`src/rtl/ccg_pkg.sv`:
```
package ccg_pkg;
    typedef enum logic [1:0] {
        ST_RUN,
        ST_HALT,
        ST_WAIT_RES,
        ST_SETTLE
    } seq_state_t;

    localparam logic [2:0] STOP_CODE = 3'b011;
endpackage

```
`src/rtl/ccg_sync.sv`:
```
module ccg_sync #(
    parameter int W = 1,
    parameter logic [W-1:0] INIT = '0
) (
    input  logic         clk,
    input  logic         rst_n,
    input  logic [W-1:0] d,
    output logic [W-1:0] q
);
    logic [W-1:0] meta;

    for (genvar i = 0; i < W; i++) begin : g_bit
        always_ff @(posedge clk or negedge rst_n) begin
            if (!rst_n) begin
                meta[i] <= INIT[i];
                q[i]    <= INIT[i];
            end else begin
                meta[i] <= d[i];
                q[i]    <= meta[i];
            end
        end
    end
endmodule

```
`src/rtl/ccg_mode_filter.sv`:
```
module ccg_mode_filter #(
    parameter int SLOW_HOLD = 195
) (
    input  logic clk,
    input  logic rst_n,
    input  logic fast_s,
    output logic slow_req
);
    localparam int CW = $clog2(SLOW_HOLD + 1);
    localparam logic [CW-1:0] CMAX = CW'(SLOW_HOLD);

    logic [CW-1:0] low_cnt;

    always_ff @(posedge clk or negedge rst_n) begin
        if (!rst_n) begin
            low_cnt <= '0;
        end else if (fast_s) begin
            low_cnt <= '0;
        end else if (low_cnt != CMAX) begin
            low_cnt <= low_cnt + 1'b1;
        end
    end

    assign slow_req = (low_cnt == CMAX);
endmodule

```
`src/rtl/ccg_divider.sv`:
```
module ccg_divider #(
    parameter int SLOW_DIV = 256
) (
    input  logic       clk,
    input  logic       rst_n,
    input  logic       run,
    input  logic       slow_req,
    output logic [2:0] ph,
    output logic       slow,
    output logic       end_per,
    output logic       c50_raw,
    output logic       pclk_raw
);
    localparam int PW = (SLOW_DIV > 2) ? $clog2(SLOW_DIV) : 1;
    localparam logic [PW-1:0] PMAX  = PW'(SLOW_DIV - 1);
    localparam logic [PW-1:0] PHALF = PW'(SLOW_DIV / 2);

    logic [PW-1:0] pre;
    logic          tick;
    logic          c50_n;
    logic          pclk_r;

    assign tick    = !slow || (pre == PMAX);
    assign end_per = run && tick && ph[2];

    always_ff @(posedge clk or negedge rst_n) begin
        if (!rst_n) begin
            ph     <= 3'b001;
            pre    <= '0;
            pclk_r <= 1'b1;
            slow   <= 1'b0;
        end else if (!run) begin
            ph     <= 3'b001;
            pre    <= '0;
            pclk_r <= 1'b1;
        end else if (tick) begin
            pre <= '0;
            ph  <= {ph[1:0], ph[2]};
            if (ph[2]) begin
                pclk_r <= ~pclk_r;
                slow   <= slow_req;
            end
        end else begin
            pre <= pre + 1'b1;
        end
    end

    // half-cycle extension of the high phase in fast mode
    always_ff @(negedge clk or negedge rst_n) begin
        if (!rst_n) begin
            c50_n <= 1'b0;
        end else begin
            c50_n <= ph[0] & ~slow;
        end
    end

    assign c50_raw  = ph[0] | c50_n | (slow & ph[1] & (pre < PHALF));
    assign pclk_raw = pclk_r;
endmodule

```
`src/rtl/ccg_restart_seq.sv`:
```
module ccg_restart_seq
    import ccg_pkg::*;
#(
    parameter int SETTLE = 8192
) (
    input  logic            clk,
    input  logic            rst_n,
    input  logic            end_per,
    input  logic [2:0]      stat,
    input  logic            ext_src,
    input  logic            wake_s,
    input  logic            res_s,
    output logic            run,
    output logic            osc_en,
    output seq_state_t      state,
    output logic [$clog2(SETTLE)-1:0] cnt
);
    localparam int CW = $clog2(SETTLE);
    localparam logic [CW-1:0] SMAX = CW'(SETTLE - 1);

    seq_state_t nxt;

    always_comb begin
        nxt = state;
        unique case (state)
            ST_RUN:      if (end_per && stat == STOP_CODE) nxt = ST_HALT;
            ST_HALT:     if (wake_s || !res_s) nxt = ext_src ? ST_RUN : ST_WAIT_RES;
            ST_WAIT_RES: if (res_s) nxt = ST_SETTLE;
            ST_SETTLE:   if (cnt == SMAX) nxt = ST_RUN;
        endcase
    end

    always_ff @(posedge clk or negedge rst_n) begin
        if (!rst_n) begin
            state <= ST_RUN;
            cnt   <= '0;
        end else begin
            state <= nxt;
            cnt   <= (state == ST_SETTLE) ? cnt + 1'b1 : '0;
        end
    end

    always_comb begin
        run    = (state == ST_RUN);
        osc_en = !((state == ST_HALT) && !ext_src);
    end
endmodule

```
`src/rtl/ccg_top.sv`:
```
module ccg_top
    import ccg_pkg::*;
#(
    parameter int SLOW_DIV  = 256,
    parameter int SLOW_HOLD = 195,
    parameter int SETTLE    = 8192
) (
    input  logic       clk_in,
    input  logic       rst_n,
    input  logic       ext_src,
    input  logic       sys_res_n,
    input  logic       wake,
    input  logic       fast_sel,
    input  logic [2:0] cpu_stat,
    output logic       clk_out,
    output logic       clk50_out,
    output logic       pclk_out,
    output logic       osc_en
);
    localparam int CW = $clog2(SETTLE);

    logic [2:0]  sync_q;
    logic        res_s, wake_s, fast_s;
    logic        slow_req;
    logic [2:0]  ph;
    logic        slow, end_per, c50_raw, pclk_raw;
    logic        run;
    seq_state_t  state;
    logic [CW-1:0] settle_cnt;

    ccg_sync #(.W(3), .INIT(3'b101)) u_sync (
        .clk(clk_in), .rst_n(rst_n),
        .d({sys_res_n, wake, fast_sel}),
        .q(sync_q)
    );
    assign {res_s, wake_s, fast_s} = sync_q;

    ccg_mode_filter #(.SLOW_HOLD(SLOW_HOLD)) u_filt (
        .clk(clk_in), .rst_n(rst_n), .fast_s(fast_s), .slow_req(slow_req)
    );

    ccg_divider #(.SLOW_DIV(SLOW_DIV)) u_div (
        .clk(clk_in), .rst_n(rst_n), .run(run), .slow_req(slow_req),
        .ph(ph), .slow(slow), .end_per(end_per),
        .c50_raw(c50_raw), .pclk_raw(pclk_raw)
    );

    ccg_restart_seq #(.SETTLE(SETTLE)) u_seq (
        .clk(clk_in), .rst_n(rst_n), .end_per(end_per), .stat(cpu_stat),
        .ext_src(ext_src), .wake_s(wake_s), .res_s(res_s),
        .run(run), .osc_en(osc_en), .state(state), .cnt(settle_cnt)
    );

    assign clk_out   = ph[0]    | ~run;
    assign clk50_out = c50_raw  | ~run;
    assign pclk_out  = pclk_raw | ~run;
endmodule

```
`config.mk`:
```
export PLATFORM = sky130hd
export DESIGN_NAME = ccg_top
export DESIGN_NICKNAME = d
export VERILOG_FILES = /design/src/rtl/ccg_pkg.sv /design/src/rtl/ccg_sync.sv /design/src/rtl/ccg_mode_filter.sv /design/src/rtl/ccg_divider.sv /design/src/rtl/ccg_restart_seq.sv /design/src/rtl/ccg_top.sv
export SDC_FILE = /design/constraint.sdc
export NUM_CORES = 1
export LEC_CHECK = 0
export ABC_AREA = 1
export BUFFER_PORTS_ARGS = -buffer_cell sky130_fd_sc_hd__buf_2
export CAP_MARGIN = 0
export CORE_MARGIN = 1
export CORE_UTILIZATION = 60
export DETAILED_ROUTE_END_ITERATION = 10
export PLACE_DENSITY = 0.88
export REMOVE_ABC_BUFFERS = 1
export SKIP_CTS_REPAIR_TIMING = 1
export SYNTH_ARGS = -nofsm -noshare
export SYNTH_HDL_FRONTEND = slang
export SYNTH_HIERARCHICAL = 1
export SYNTH_SLANG_ARGS = --single-unit
```
`constraint.sdc`:
```
create_clock -name clk_in -period 3.5 [get_ports clk_in]
set_input_delay 0.525 -clock clk_in [delete_from_list [all_inputs] [get_ports clk_in]]
set_output_delay 0.525 -clock clk_in [all_outputs]
set_load 0.1 [all_outputs]
```
== After elaboration in Yosys (flattened, before gate mapping) ==
Cells that the tools add are included.

* Add/subtract/negate cells: 3
* Magnitude comparators: 1
* Equal/unequal tests: 14
* Multiplexer cells: 16
* Bitwise operators: 11
* Reduce and logical (&&, ||, !) cells: 15

{| class="wikitable"
|+ Operators by type and width
! cell !! count
|-
| $mux 8 || 4
|-
| $add 8x1->8 const B || 2
|-
| $eq 8x8->1 const B || 2
|-
| $add 13x1->13 const B || 1
|-
| $eq 13x13->1 const B || 1
|-
| $mux 13 || 1
|-
| $mux 2 || 5
|-
| $ne 2x1->1 const B || 5
|-
| $lt 8x8->1 const B || 1
|-
| $ne 8x8->1 const B || 1
|-
| $pmux 2 s4 || 1
|-
| $mux 3 || 2
|-
| $or 1x1->1 || 5
|-
| $eq 2x2->1 const B || 2
|-
| $logic_and 1x1->1 || 4
|-
| $logic_not 1->1 || 4
|-
| $reduce_and 4->1 || 1
|-
| $and 1x1->1 || 3
|-
| $eq 3x2->1 const B || 1
|-
| $mux 1 || 3
|-
| $not 1->1 || 3
|-
| $reduce_and 3->1 || 1
|-
| $eq 2x1->1 const B || 1
|-
| $logic_not 2->1 || 1
|-
| other kinds (4) || 5
|}

* Register bits after elaboration: 43
* Bits of input ports: 9
* Output and inout bits: 4
* Word-level logic and storage cells: 74

== Logic depth before layout (Yosys ltp) ==
* Word-level depth: 7
* Gate-level depth with buffers: 14
* Mapped depth without buffers: 14

== Hierarchy ==
The synthesis kept the hierarchy.

{| class="wikitable"
|+ By module, submodules not included
! module !! times used !! cells each !! area each (sq um) !! sequential area each (sq um)
|-
| ccg_restart_seq || 1 || 95 || 787.0 || 375.4
|-
| ccg_divider || 1 || 81 || 699.4 || 352.8
|-
| ccg_mode_filter || 1 || 63 || 447.9 || 200.2
|-
| ccg_sync || 1 || 6 || 155.1 || 155.1
|-
| ccg_top || 1 || 6 || 22.5 || 0.0
|}

==> metrics.txt <==
Buf+Inv Stages, Crit Path 2; cell family with most CP delay flip-flops; initial antenna violation count 0; Core Util, Final 0.6856; max cap viols 0; initial core utilization 0.6280; Core Area 3363 µm²; Mean Syn Cell Area 8.414 µm²; std cell rows 21; P_sw 0.4678 mW; clk sinks 43; total clock buffers created by CTS 5; drt total wl 3496 µm; Setup violations, final 0; share of layout cells above drive strength 1 0.1963; violation count after the first detailed-route iteration 86; total global-route track usage 0.2161; most frequent cells in the layout nand2_1 (54), dfrtp_1 (36), inv_1 (35); Worst setup EP type output port; post-DR wirelength/cell 11.06 µm; first drt pass iteration count 4; clk root buf clkbuf_4; fillcell total 262; status complete, no violations; die area 3761 µm²; gpl congestion 0.8011; Final Max Tran Viols 0; largest area contributor in the netlist dfrtp_1; Mapped Area 2112 µm²; crit path cell chain nor2_1 -> o21ai_1 -> inv_1 -> nand2_2 -> buf_12; pin count of the biggest net entering global routing 43; post-synthesis sequential area ratio 0.5130; sequential share of power 0.496; CTS tree yes; sw frac 0.3930; maximum VDD drop 0.2199 mV; Die Y 61.33 µm; Cell variety after synth 28; Routed Antenna Nets 0; CP arrival 2.89 ns; diode count 0; vias in the first global route 1,448; H-tree depth 2; via density per instance 5.028; PwrDens 516.3 nW/µm²; final net count 282; IO Port Bufs 12; Internal 0.7227 mW; RSZ-0062 raised after global routing no; hold crit path type primary input to async pin; Worst EP required 2.97 ns; synthesis-stage register bit count 43; clock share of power 0.207; GRT overflow 0; Die W 61.33 µm; DRC 0; Worst Hold Slack 0.2303 ns; Mapped Cells 251; synth top area cells dfrtp_1 (43%), nand2_1 (9.8%), dfstp_2 (7.5%); Clock Skews 0.02604 ns; kind of critical path register to output port; Final Hold Fails 0; CP peak stage delay 0.40 ns; post-route setup TNS 0 ns; first-pass GRT wire length 5768 µm; Ys Warns 6; Longest Clk Path Bufs 2; clock latency on the worst-skew pair 0.36 ns; max_slew headroom 0.6689; Worst-Margin Slew 0.4966 ns; Clock transition at path regs 0.13 ns; I/O pin count 13; Area Growth Syn to Fin 9.182%; top-area cell type share of the netlist area 0.4265; Max FO, Critical Path 1; vias 1,589; final HPWL from detailed placement 2559 µm; Slowest cell on crit path dfrtn_1; CP startpoint kind register; Pleak 1.126 nW; combinational share of power 0.297; most common cell after layout, fill and taps aside nand2_1
[per-stage QoR]
stage / worst slack, ns / cell area, µm² / power [mW] / cells
2_1_floorplan: 0.07792 / 2102 / 0.8653 / 249
3_3_place_gp: 0.4413 / 2242 / 0.9333 / 308
3_5_place_dp: 0.4222 / 2242 / 0.9502 / 308
4_1_cts: 0.03753 / 2303 / 1.200 / 316
5_1_grt: 0.004731 / 2306 / 1.266 / 316
6_report: 0.08489 / 2306 / 1.191 / 316
[routing by layer]
layer  vias to the layer above  part of all wire  track usage
li1                        811                 -            -
met1                       731              0.45       0.2479
met2                        40              0.48       0.3556
met3                         7             0.045      0.08193
met4                         0             0.020       0.1079
met5                         -                 0            0
[cell usage after synthesis]
library cell / n
a21oi_1: 11
a21oi_2: 2
buf_2: 2
clkinv_1: 1
dfrtn_1: 1
dfrtp_1: 36
dfstp_2: 6
ha_1: 4
inv_1: 35
inv_2: 1
nand2_1: 55
nand2_2: 7
nand2_4: 2
nand3_1: 19
nand3_2: 4
nand3_4: 1
nand4_1: 2
nor2_1: 34
nor2_2: 3
nor2_4: 3
nor3_1: 7
o21ai_0: 5
o21ai_1: 1
o21ai_2: 1
or2_1: 1
or2_2: 1
xnor2_1: 1
xor2_1: 5
[flip-flops by register name (all words and copies together), names as in the netlist, named ones only]
signal / cells
u_div/ph: 3
u_div/c50_n: 1
u_div/pclk_raw: 1
u_sync/q: 3
u_filt/low_cnt: 8
u_sync/meta: 3
u_seq/cnt: 13
u_seq/state: 1
u_div/slow: 1
u_div/pre: 8
[power by group through the flow]
stage	clock network [mW]	registers, mW	logic (mW)
floorplan	0	0.591	0.275
global placement	0	0.598	0.336
CTS	0.259	0.590	0.352
finish	0.246	0.591	0.354
global route	0.280	0.597	0.389
detailed placement	0	0.599	0.351
[final cells by class]
| cell class | count | area [µm²] | share of cell area |
|---|---|---|---|
| flip-flops and latches | 43 | 1084 | 0.4699 |
| clock inverters | 3 | 23.77 | 0.01031 |
| multi-input cells | 169 | 882.1 | 0.3825 |
| repair buffers | 13 | 82.58 | 0.03581 |
| well taps | 46 | 57.56 | 0.02496 |
| inverters | 37 | 138.9 | 0.06023 |
| clock buffers | 5 | 37.54 | 0.01628 |
[cell families (layout without fill, tap and decap cells)]
logic type	count (synthesis)	in the layout	share of synthesized area
and+or+nand+nor	139	139	0.3152
DFF	43	43	0.5130
adders and majority gates	4	4	0.02370
AOI/OAI and AO/OA	20	20	0.05272
buffers and inverters	39	58	0.07050
xor gates and xnor gates	6	6	0.02488
[path summary, 6_finish.rpt]
| path | from | end | slack, ns | depth (start not counted) |
|---|---|---|---|---|
| setup reg to reg | u_div/slow$_DFFE_PN0P_ | u_div/c50_n$_DFF_NN0_ | 0.94 | 1 |
| max in group asynchronous | rst_n | u_div/c50_n$_DFF_NN0_ | 1.79 | 1 |
| setup / recovery | u_div/c50_n$_DFF_NN0_ | clk50_out | 0.08 | 5 |
| hold reg to reg | u_sync/meta[0]$_DFF_PN1_ | u_sync/q[0]$_DFF_PN1_ | 0.37 | 0 |
| min in group clk_in | sys_res_n | u_sync/meta[2]$_DFF_PN1_ | 0.24 | 1 |
| hold / removal | rst_n | u_seq/cnt[12]$_DFF_PN0_ | 0.23 | 2 |
Note: power is estimated with default switching activity, not from simulation.
